==> src/rtl/tag_ac_pkg.sv <==
// Shared encodings for the tag anticollision engine.
// Assumes opcodes arrive already decoded and CRC-checked.
package tag_ac_pkg;
    typedef enum logic [1:0] {
        ST_OFF   = 2'd0,
        ST_READY = 2'd1,
        ST_IDENT = 2'd2,
        ST_DATA  = 2'd3
    } tag_state_t;

    typedef enum logic [1:0] {
        RK_NONE = 2'd0,
        RK_UID  = 2'd1,
        RK_DATA = 2'd2
    } resp_kind_t;

    localparam logic [7:0] OP_SEL_LT  = 8'h03;
    localparam logic [7:0] OP_UNSEL   = 8'h04;
    localparam logic [7:0] OP_FAIL    = 8'h08;
    localparam logic [7:0] OP_SUCCESS = 8'h09;
    localparam logic [7:0] OP_RESEND  = 8'h0A;
    localparam logic [7:0] OP_DREAD   = 8'h0C;
endpackage

==> src/rtl/tag_ac_lfsr.sv <==
// Free-running 16-bit Fibonacci LFSR (x^16+x^14+x^13+x^11+1).
// Assumes: a zero seed parameter is replaced by 1 so the register never locks up.
module tag_ac_lfsr #(
    parameter logic [15:0] SEED = 16'hACE1
) (
    input  logic        clk,
    input  logic        rst_n,
    output logic [15:0] state_q,
    output logic        rnd_bit
);
    localparam logic [15:0] SEED_SAFE = (SEED == 16'h0) ? 16'h0001 : SEED;

    logic feedback;
    assign feedback = state_q[15] ^ state_q[13] ^ state_q[12] ^ state_q[10];
    assign rnd_bit  = state_q[0];

    // Advance one step every clock, reload the seed on reset.
    always_ff @(posedge clk) begin
        if (!rst_n) state_q <= SEED_SAFE;
        else        state_q <= {state_q[14:0], feedback};
    end
endmodule

==> src/rtl/tag_ac_slot.sv <==
// Saturating slot counter: clear wins over increment, which wins over decrement.
// Assumes at most one of inc/dec is asserted by the controller in a cycle.
module tag_ac_slot #(
    parameter int CNT_W = 8
) (
    input  logic             clk,
    input  logic             rst_n,
    input  logic             clr,
    input  logic             inc,
    input  logic             dec,
    output logic [CNT_W-1:0] cnt_q
);
    localparam logic [CNT_W-1:0] CNT_MAX = {CNT_W{1'b1}};

    // Update the counter, holding at the top and bottom limits.
    always_ff @(posedge clk) begin
        if (!rst_n)                          cnt_q <= '0;
        else if (clr)                        cnt_q <= '0;
        else if (inc && cnt_q != CNT_MAX)    cnt_q <= cnt_q + 1'b1;
        else if (dec && cnt_q != '0)         cnt_q <= cnt_q - 1'b1;
    end
endmodule

==> src/rtl/tag_ac_cmp.sv <==
// Masked, most-significant-first less-than comparator against a constant byte memory.
// Memory byte i = (MEM_BASE + i*MEM_STEP) mod 256; MEM_BYTES must be a power of two.
module tag_ac_cmp #(
    parameter int MEM_BYTES = 16,
    parameter int MEM_BASE  = 'h10,
    parameter int MEM_STEP  = 'h11,
    parameter int NBYTES    = 8
) (
    input  logic [7:0]          addr,
    input  logic [NBYTES-1:0]   mask,
    input  logic [8*NBYTES-1:0] data,
    output logic                mem_lt
);
    localparam int AW = (MEM_BYTES > 1) ? $clog2(MEM_BYTES) : 1;

    logic [7:0] mem [MEM_BYTES];

    genvar gi;
    generate
        for (gi = 0; gi < MEM_BYTES; gi++) begin : g_mem
            assign mem[gi] = 8'((MEM_BASE + gi * MEM_STEP) % 256);
        end
    endgenerate

    // First enabled byte that differs decides the comparison.
    always_comb begin
        logic       decided;
        logic [7:0] a_idx;
        logic [7:0] m_b;
        logic [7:0] d_b;
        mem_lt  = 1'b0;
        decided = 1'b0;
        for (int j = 0; j < NBYTES; j++) begin
            a_idx = addr + 8'(j);
            m_b   = mem[a_idx[AW-1:0]];
            d_b   = data[8*(NBYTES-1-j) +: 8];
            if (!decided && mask[j] && (m_b != d_b)) begin
                decided = 1'b1;
                mem_lt  = (m_b < d_b);
            end
        end
    end
endmodule

==> src/rtl/tag_anticoll.sv <==
// Tag-side binary-tree anticollision controller.
// Takes one decoded command per cmd_valid; registers the reply request one cycle later.
// Assumes the memory behind group select is constant and local (see tag_ac_cmp).
module tag_anticoll
    import tag_ac_pkg::*;
#(
    parameter int          CNT_W     = 8,
    parameter int          MEM_BYTES = 16,
    parameter int          MEM_BASE  = 'h10,
    parameter int          MEM_STEP  = 'h11,
    parameter logic [15:0] LFSR_SEED = 16'hACE1
) (
    input  logic        clk,
    input  logic        rst_n,
    input  logic        cmd_valid,
    input  logic [7:0]  cmd_op,
    input  logic [7:0]  cmd_addr,
    input  logic [7:0]  cmd_mask,
    input  logic [63:0] cmd_data,
    input  logic [63:0] cmd_uid,
    input  logic [63:0] tag_uid,
    output logic        resp_req,
    output logic [1:0]  resp_kind,
    output logic [1:0]  tag_state
);
    localparam logic [CNT_W-1:0] CNT_ONE = CNT_W'(1);

    tag_state_t       state_q, state_n;
    resp_kind_t       kind_q, kind_n;
    logic [CNT_W-1:0] slot_q;
    logic             slot_clr, slot_inc, slot_dec;
    logic [15:0]      rnd_state;
    logic             rnd_bit;
    logic             mem_lt;
    logic             uid_hit;

    tag_ac_lfsr #(.SEED(LFSR_SEED)) u_lfsr (
        .clk(clk), .rst_n(rst_n), .state_q(rnd_state), .rnd_bit(rnd_bit)
    );

    tag_ac_slot #(.CNT_W(CNT_W)) u_slot (
        .clk(clk), .rst_n(rst_n), .clr(slot_clr), .inc(slot_inc),
        .dec(slot_dec), .cnt_q(slot_q)
    );

    tag_ac_cmp #(
        .MEM_BYTES(MEM_BYTES), .MEM_BASE(MEM_BASE), .MEM_STEP(MEM_STEP), .NBYTES(8)
    ) u_cmp (
        .addr(cmd_addr), .mask(cmd_mask), .data(cmd_data), .mem_lt(mem_lt)
    );

    assign uid_hit = (cmd_uid == tag_uid);

    // Decide next state, counter action and reply for the current command.
    always_comb begin
        state_n  = state_q;
        kind_n   = RK_NONE;
        slot_clr = 1'b0;
        slot_inc = 1'b0;
        slot_dec = 1'b0;
        unique case (state_q)
            ST_OFF: state_n = ST_READY;
            ST_READY: begin
                if (cmd_valid && cmd_op == OP_SEL_LT && mem_lt) begin
                    state_n  = ST_IDENT;
                    slot_clr = 1'b1;
                    kind_n   = RK_UID;
                end
            end
            ST_IDENT: begin
                if (cmd_valid) begin
                    case (cmd_op)
                        OP_UNSEL: state_n = ST_READY;
                        OP_FAIL: begin
                            if (slot_q != '0 || rnd_bit) slot_inc = 1'b1;
                            else                         kind_n   = RK_UID;
                        end
                        OP_SUCCESS: begin
                            slot_dec = 1'b1;
                            if (slot_q == CNT_ONE) kind_n = RK_UID;
                        end
                        OP_RESEND: begin
                            if (slot_q == '0) kind_n = RK_UID;
                        end
                        OP_DREAD: begin
                            if (uid_hit) begin
                                state_n = ST_DATA;
                                kind_n  = RK_DATA;
                            end
                        end
                        default: ;
                    endcase
                end
            end
            ST_DATA: begin
                if (cmd_valid && cmd_op == OP_DREAD && uid_hit) kind_n = RK_DATA;
            end
            default: state_n = ST_OFF;
        endcase
    end

    // Register state and reply; reset means power-off.
    always_ff @(posedge clk) begin
        if (!rst_n) begin
            state_q <= ST_OFF;
            kind_q  <= RK_NONE;
        end else begin
            state_q <= state_n;
            kind_q  <= kind_n;
        end
    end

    assign resp_req  = (kind_q != RK_NONE);
    assign resp_kind = kind_q;
    assign tag_state = state_q;
endmodule

==> config.mk <==
export PLATFORM = sky130hd
export DESIGN_NAME = tag_anticoll
export DESIGN_NICKNAME = d
export VERILOG_FILES = /design/src/rtl/tag_ac_pkg.sv /design/src/rtl/tag_ac_lfsr.sv /design/src/rtl/tag_ac_slot.sv /design/src/rtl/tag_ac_cmp.sv /design/src/rtl/tag_anticoll.sv
export SDC_FILE = /design/constraint.sdc
export NUM_CORES = 1
export LEC_CHECK = 0
export BUFFER_PORTS_ARGS = -buffer_cell sky130_fd_sc_hd__buf_2
export CAP_MARGIN = 20
export CORE_MARGIN = 8
export CORE_UTILIZATION = 35
export DETAILED_ROUTE_END_ITERATION = 16
export HOLD_SLACK_MARGIN = 0.1
export PLACE_DENSITY = 0.71
export RECOVER_POWER = 25
export REMOVE_ABC_BUFFERS = 1
export SLEW_MARGIN = 20
export SYNTH_ARGS = -nofsm -noshare
export SYNTH_HDL_FRONTEND = slang
export SYNTH_SLANG_ARGS = --single-unit
==> constraint.sdc <==
create_clock -name clk -period 3.95 [get_ports clk]
set_input_delay 0.1975 -clock clk [delete_from_list [all_inputs] [get_ports clk]]
set_output_delay 0.1975 -clock clk [all_outputs]
set_load 0.05 [all_outputs]
==> results of run 1 <==
[cells in the final DEF (no fill, tap or decap), types with 16 or more instances in the layout]
master	n
a21oi_1	25
inv_1	75
dfxtp_1	28
o21ai_0	22
nand4_1	22
ha_1	88
nand2_1	29
buf_2	219
nor4_1	20
xor2_1	74
nand2b_1	16
[metrics by stage]
| step | instances | hold WS, ns | utilization | worst slack, ns | total power, W |
|---|---|---|---|---|---|
| 2_1_floorplan | 527 | 0.259 | - | 1.05 | 0.000679 |
| 3_3_place_gp | 899 | 0.390 | 0.464 | 0.363 | 0.000899 |
| 3_5_place_dp | 899 | 0.404 | 0.464 | 0.273 | 0.000907 |
| 4_1_cts | 903 | 0.268 | 0.472 | 0.545 | 0.00121 |
| 5_1_grt | 906 | 0.296 | 0.473 | 0.273 | 0.00130 |
| 6_report | 906 | 0.264 | 0.473 | 0.588 | 0.00120 |
[worst register-to-register path, stage by stage (launching register included)]
cell	delay, ns
dfxtp_1	0.38
or4_4	0.57
nor3_2	0.15
nand2_1	0.09
o2111a_2	0.31
nand4_1	0.17
o32ai_1	0.11
xor2_1	0.15
and2_1	0.16
[power breakdown]
group / switching (W) / total [W] / internal (W)
clock: 0.000102 / 0.000304 / 0.000202
combinational: 0.000307 / 0.000585 / 0.000278
sequential: 0.0000139 / 0.000314 / 0.000300
[metal layers]
| metal | up-vias | track usage | share of wire |
|---|---|---|---|
| met5 | - | 0 | 0 |
| met3 | 11 | 0.0586 | 0.081 |
| met4 | 0 | 0.0340 | 0.013 |
| li1 | 2312 | - | - |
| met2 | 136 | 0.300 | 0.48 |
| met1 | 1979 | 0.191 | 0.42 |
[cells by family (layout without fill, tap and decap cells)]
kind of cell / Yosys count / after routing / synth area share
simple gates: 155 / 155 / 0.205
compound gates: 91 / 91 / 0.139
fa+ha+maj: 88 / 88 / 0.260
xor+xnor: 84 / 84 / 0.174
buf+inv: 82 / 304 / 0.0751
flops: 28 / 28 / 0.132
mux: 6 / 6 / 0.0142
other cells: 0 / 3 / 0
[state kept, by name (all words and copies together), names as in the netlist]
register	count
u_slot.cnt_q	8
u_lfsr.state_q	16
resp_kind	2
tag_state	2
[area by class of cell]
class                           count  area, um^2  share of cell area
Tap cell                          147         184              0.0326
Sequential cell                    28         561              0.0995
Clock inverter                      1        30.0             0.00533
Antenna cell                        3        7.51             0.00133
Clock buffer                        3        75.1              0.0133
Multi-Input combinational cell    424        3350               0.595
Inverter                           75         282              0.0500
Timing Repair Buffer              225        1140               0.203
[worst paths after layout]
check | endpoint | slack (ns)
setup reg to reg | u_slot.cnt_q[7] | 1.74
hold reg to reg | u_lfsr.state_q[6] | 0.42
hold / removal | u_lfsr.state_q[0] | 0.26
setup / recovery | u_slot.cnt_q[1] | 0.59
==> results by group, run 1 <==
STA
  • Tcrit/Tclk final: 0.851
  • Fmax: 297 MHz
  • Final Hold Viols: 0
  • Min Tclk post-route: 3.36 ns
  • Worst clock skew: 0.00257 ns
  • Setup TNS: 0 ns
  • Final setup vio count: 0
  • Unrepaired setup endpoints after global routing: no
  • Slew @ Worst Pin: between 0.4 and 0.5 ns
  • Fin. max-slew vios: 0
  • Rel. slew slack: 0.680

Worst setup path
  • Req. time, crit path: a little over 4 ns
  • CP cell instances: buf_2 -> inv_1 -> ha_1 -> a21oi_1 -> a31oi_1 -> ha_1 -> nand4_1 -> o21ai_0 -> nand3_1 -> nor4_1 -> nor2_1 -> a31oi_2 -> a21boi_0
  • Most used cell, CP: ha_1
  • Crit end category: flip-flop
  • Family with the most delay on the worst path: compound AO/OA/AOI/OAI gates
  • Worst-path maximum fanout: 11
  • Worst path depth: 13
  • Crit path from: cmd_addr[2]
  • Worst reg2reg startpoint: u_slot.cnt_q[3]
  • Critical path class: input pin to flip-flop
  • R2R cell count: 8
  • Worst path slowest cell: nor4_1
  • Worst setup SP type: input pin
  • Critical path arrival: around 3.6 ns
  • Max incr delay on CP: about 0.45 ns
  • Worst Path Buf+Inv: 2

Finish
  • Nets: 1064
  • Layout area overhead: 33.1%
  • Finished layout cell area: around 0.0056 mm^2
  • Layout cell share with drive strength beyond 1: 0.319
  • Fill cells: ~1200

Route
  • WL/cell: 15.4 um
  • Detail Route Antenna Nets: 0
  • Vias: between 4000 and 5000
  • Routed vias/inst: approximately 4.9
  • Drt first pass iters: 4
  • Initial DRC count: about 190
  • # DRC: 0
  • Final WL: between 10000 and 15000 um

Placed design
  • RePlAce Congestion: 0.835
  • IO Port Bufs: about 220
  • DP Wirelength: roughly 12000 um
  • Post-placement cell area: 0.00552 mm^2

Min path
  • Hold Startpoint: rst_n
  • Hold Path Stages: 2
  • HP Class: input pin to flip-flop

Synth
  • Mapped Area: approximately 0.0042 mm^2
  • Library cells used by synthesis: 51
  • Yosys reg bits: 28
  • Prevailing post-synth register cell: dfxtp_1
  • Sequential area share after synthesis: 0.132
  • EDFF count, synth: 0
  • Largest cells by area after synthesis: ha_1 26%, xor2_1 15%, dfxtp_1 13%
  • Post-synth ARST share: 0
  • Syn avg cell area: around 7.9 um^2
  • Count leader, synth: ha_1
  • Top cells by count, synth: 88 x ha_1, 75 x inv_1, 74 x xor2_1
  • Dominant cell type by area after synthesis: ha_1
  • Syn. warnings: 0
  • Mapped Cells: about 530
  • Synth top area share: 0.260

Clock network
  • Cts hold-fix bufs: 0
  • Clock Path Buffers: 2
  • Clock buffer count from CTS: 3
  • CTS tree: done
  • H-tree depth: 1
  • Total setup buffers inserted after CTS: 0
  • CTS clock-pin slew for the worst setup and hold paths: about 0.070 ns
  • CTS root buf: clkbuf_16
  • CTS sink cnt: 28
  • CTS resizes: 0
  • Worst skew pair latency: roughly 0.27 ns

GRT
  • GRT overflow: 0
  • Vias in the first global route: around 4700
  • Pin count of the biggest net entering global routing: 23
  • Initial antenna violation count: 3
  • Global-route wire length before repair: 22200 um
  • GRT Resource Usage Total: 0.169

Floorplanning
  • Floorplan Core Area: between 0.01 and 0.015 mm^2
  • Die W: roughly 130 um
  • Die Area: 0.0159 mm^2
  • Die H: about 130 um
  • IO Count: 224
  • Row count: 40
  • Starting utilization of the core area: 0.355

Run status
  • Status: finished, final reports clean

Job
  • Max_cap viols: 0

Power and ir drop
  • PwrDens: roughly 210 mW/mm^2
  • Peak VDD IR: between 150 and 200 uV
  • Leakage power: 3.07 nW
No activity file was read; power rests on OpenSTA's default activity.
==> run 2, diff against run 1 <==
--- a/config.mk
+++ b/config.mk
@@ -5,13 +5,13 @@
 export SDC_FILE = /design/constraint.sdc
 export NUM_CORES = 1
 export LEC_CHECK = 0
-export BUFFER_PORTS_ARGS = -buffer_cell sky130_fd_sc_hd__buf_2
+export BUFFER_PORTS_ARGS = -buffer_cell sky130_fd_sc_hd__clkbuf_2
 export CAP_MARGIN = 20
 export CORE_MARGIN = 8
-export CORE_UTILIZATION = 35
+export CORE_UTILIZATION = 47
 export DETAILED_ROUTE_END_ITERATION = 16
 export HOLD_SLACK_MARGIN = 0.1
-export PLACE_DENSITY = 0.71
+export PLACE_DENSITY = 0.89
 export RECOVER_POWER = 25
 export REMOVE_ABC_BUFFERS = 1
 export SLEW_MARGIN = 20
==> results by group, run 2 (synthesized netlist as in run 1, its figures left out) <==
Worst setup path
  • Most used cell, CP: ha_1
  • Worst path slowest cell: nor4_1
  • Critical path class: input pin to flip-flop
  • Req. time, crit path: 4.14 ns (about the same)
  • Max incr delay on CP: 0.47 ns (+0.02 ns)
  • CP cell instances: clkbuf_2 -> inv_1 -> ha_1 -> a21oi_1 -> a31oi_1 -> ha_1 -> nand4_1 -> o21ai_0 -> nand3_1 -> nor4_1 -> nor2_1 -> a31oi_2 -> a21boi_0
  • Crit end category: flip-flop
  • Critical path arrival: 3.57 ns (+0.02 ns)
  • Worst setup SP type: input pin
  • Worst-path maximum fanout: 11 (unchanged)

Clock network
  • CTS root buf: clkbuf_8
  • CTS resizes: 0 (unchanged)
  • Clock Path Buffers: 2 (unchanged)
  • H-tree depth: 1 (unchanged)
  • Total setup buffers inserted after CTS: 0 (unchanged)
  • CTS sink cnt: 28 (unchanged)
  • Clock buffer count from CTS: 3 (unchanged)
  • CTS tree: done
  • Cts hold-fix bufs: 0 (unchanged)
  • CTS clock-pin slew for the worst setup and hold paths: 0.10 ns (+0.03 ns)
  • Worst skew pair latency: 0.28 ns (about the same)

Floorplanning
  • Row count: 34 (-15%)
  • Starting utilization of the core area: 0.485 (+0.130)
  • Die H: 111 um (-12%)
  • IO Count: 224 (unchanged)
  • Die Area: 0.0123 mm^2 (-22%)
  • Floorplan Core Area: 0.00872 mm^2 (-27%)
  • Die W: 111 um (-12%)

Route
  • Vias: 4507 (+1.6%)
  • Final WL: 13600 um (-2.3%)
  • # DRC: 0 (unchanged)
  • Drt first pass iters: 4 (unchanged)
  • WL/cell: 15.7 um (+2.2%)
  • Routed vias/inst: 5.20 (+6.2%)
  • Initial DRC count: 162 (-16%)
  • Detail Route Antenna Nets: 0 (unchanged)

Finish
  • Finished layout cell area: 0.00555 mm^2 (-1.5%)
  • Most frequent cells in the layout: 219 x clkbuf_2, 88 x ha_1, 75 x inv_1
  • Commonest non-fill, non-tap cell in the layout: clkbuf_2
  • Max reg flops: 16 (unchanged)
  • Storage cell area: 561 um^2 (unchanged)
  • Layout area overhead: 31.1%
  • Fill cells: 741 (-41%)
  • Layout cell share with drive strength beyond 1: 0.319 (unchanged)
  • Top reg by flops: u_lfsr.state_q
  • Fin cells: 866 (-4.4%)
  • Multi-input logic area: 0.00335 mm^2 (unchanged)
  • Nets: 1064 (unchanged)
  • Biggest regs: u_lfsr.state_q: 16 flops, u_slot.cnt_q: 8 flops

STA
  • Unrepaired setup endpoints after global routing: no
  • Rel. slew slack: 0.674 (-0.00616)
  • Min Tclk post-route: 3.38 ns (+0.0168 ns)
  • Final Hold Viols: 0 (unchanged)
  • Setup TNS: 0 ns (unchanged)
  • Slew @ Worst Pin: 0.485 ns (+0.00915 ns)
  • Fin. max-slew vios: 0 (unchanged)
  • Final setup vio count: 0 (unchanged)
  • Fmax: 296 MHz (-0.50%)
  • Worst clock skew: 0.00967 ns (+0.00710 ns)
  • Tcrit/Tclk final: 0.855 (+0.00424)

Placed design
  • RePlAce Congestion: 0.856 (+2.5%)
  • IO Port Bufs: 219 (unchanged)
  • Placed cell count: 860 (-4.3%)
  • DP Wirelength: 12100 um (-2.4%)
  • Post-placement cell area: 0.00547 mm^2 (-0.88%)

GRT
  • Initial antenna violation count: 2 (-1)
  • GRT Resource Usage Total: 0.211 (+0.0425)
  • Vias in the first global route: 4767 (+1.8%)
  • Global-route wire length before repair: 22100 um (-0.44%)
  • Pin count of the biggest net entering global routing: 23 (unchanged)
  • GRT overflow: 0 (unchanged)

Power and ir drop
  • PwrDens: 205 mW/mm^2 (-4.1%)
  • Leakage power: 3.09 nW (+0.88%)
  • Power Total: 0.00113 W (-5.6%)
  • Peak VDD IR: 180 uV (about the same)

Job
  • Max_cap viols: 0 (unchanged)

Run status
  • Status: finished, final reports clean

Min path
  • HP Class: input pin to flip-flop
run 2: cell count changes in the layout (fill, tap and decap cells not counted):
cell       before  now
clkbuf_2        0  219
clkbuf_8        0    3
and2_1         14   13
buf_2         219    0
diode_2         3    2
and2_0          1    2
clkbuf_16       3    0
run 2: area by class of cell:
type	instances	share of cell area
multi-input cells	424	0.605
repair buffers	225	0.206
flip-flops and latches	28	0.101
inverters	75	0.0507
well taps	108	0.0244
clock buffers	3	0.00744
clock inverters	1	0.00541
diodes	2	0.000902
run 2: metrics by stage:
stage	util	setup WS, ns	hold WS (ns)
5_1_grt	0.636	0.244	0.331
2_1_floorplan	-	1.05	0.259
6_report	0.636	0.571	0.317
3_5_place_dp	0.628	0.413	0.395
3_3_place_gp	0.628	0.460	0.389
4_1_cts	0.636	0.594	0.318
run 2: final timing paths:
path / cells after the start / end / slack (ns) / startpoint
worst max-delay path: 13 / u_slot.cnt_q[1] / 0.57 / cmd_addr[2]
worst min-delay path: 4 / resp_kind[1] / 0.32 / cmd_valid
worst max register to register: 8 / u_slot.cnt_q[7] / 1.76 / u_slot.cnt_q[3]
worst min register to register: 1 / u_lfsr.state_q[5] / 0.41 / u_lfsr.state_q[4]
run 2: layer usage:
layer | track usage | vias to the layer above | share of wire | wire length (um)
met3 | 0.0492 | 22 | 0.068 | 922
met5 | 0 | - | 0 | 0
met1 | 0.229 | 2014 | 0.40 | 5470
met4 | 0.0784 | 0 | 0.025 | 346
met2 | 0.386 | 166 | 0.50 | 6860
li1 | - | 2305 | - | -
run 2: critical path, delay by kind of cell:
kind	cells	cell delay [ns]
adder cells (fa/ha/maj)	2	0.74
buffers and inverters	2	0.44
AND/OR/NAND/NOR	4	0.97
AO/OA/AOI/OAI	5	1.21
run 2: power breakdown:
group | internal, W | leakage (nW) | switching [W]
registers | 0.000300 | 0.230 | 0.0000140
clock network | 0.000136 | 0.0357 | 0.0000929
logic | 0.000280 | 2.83 | 0.000313
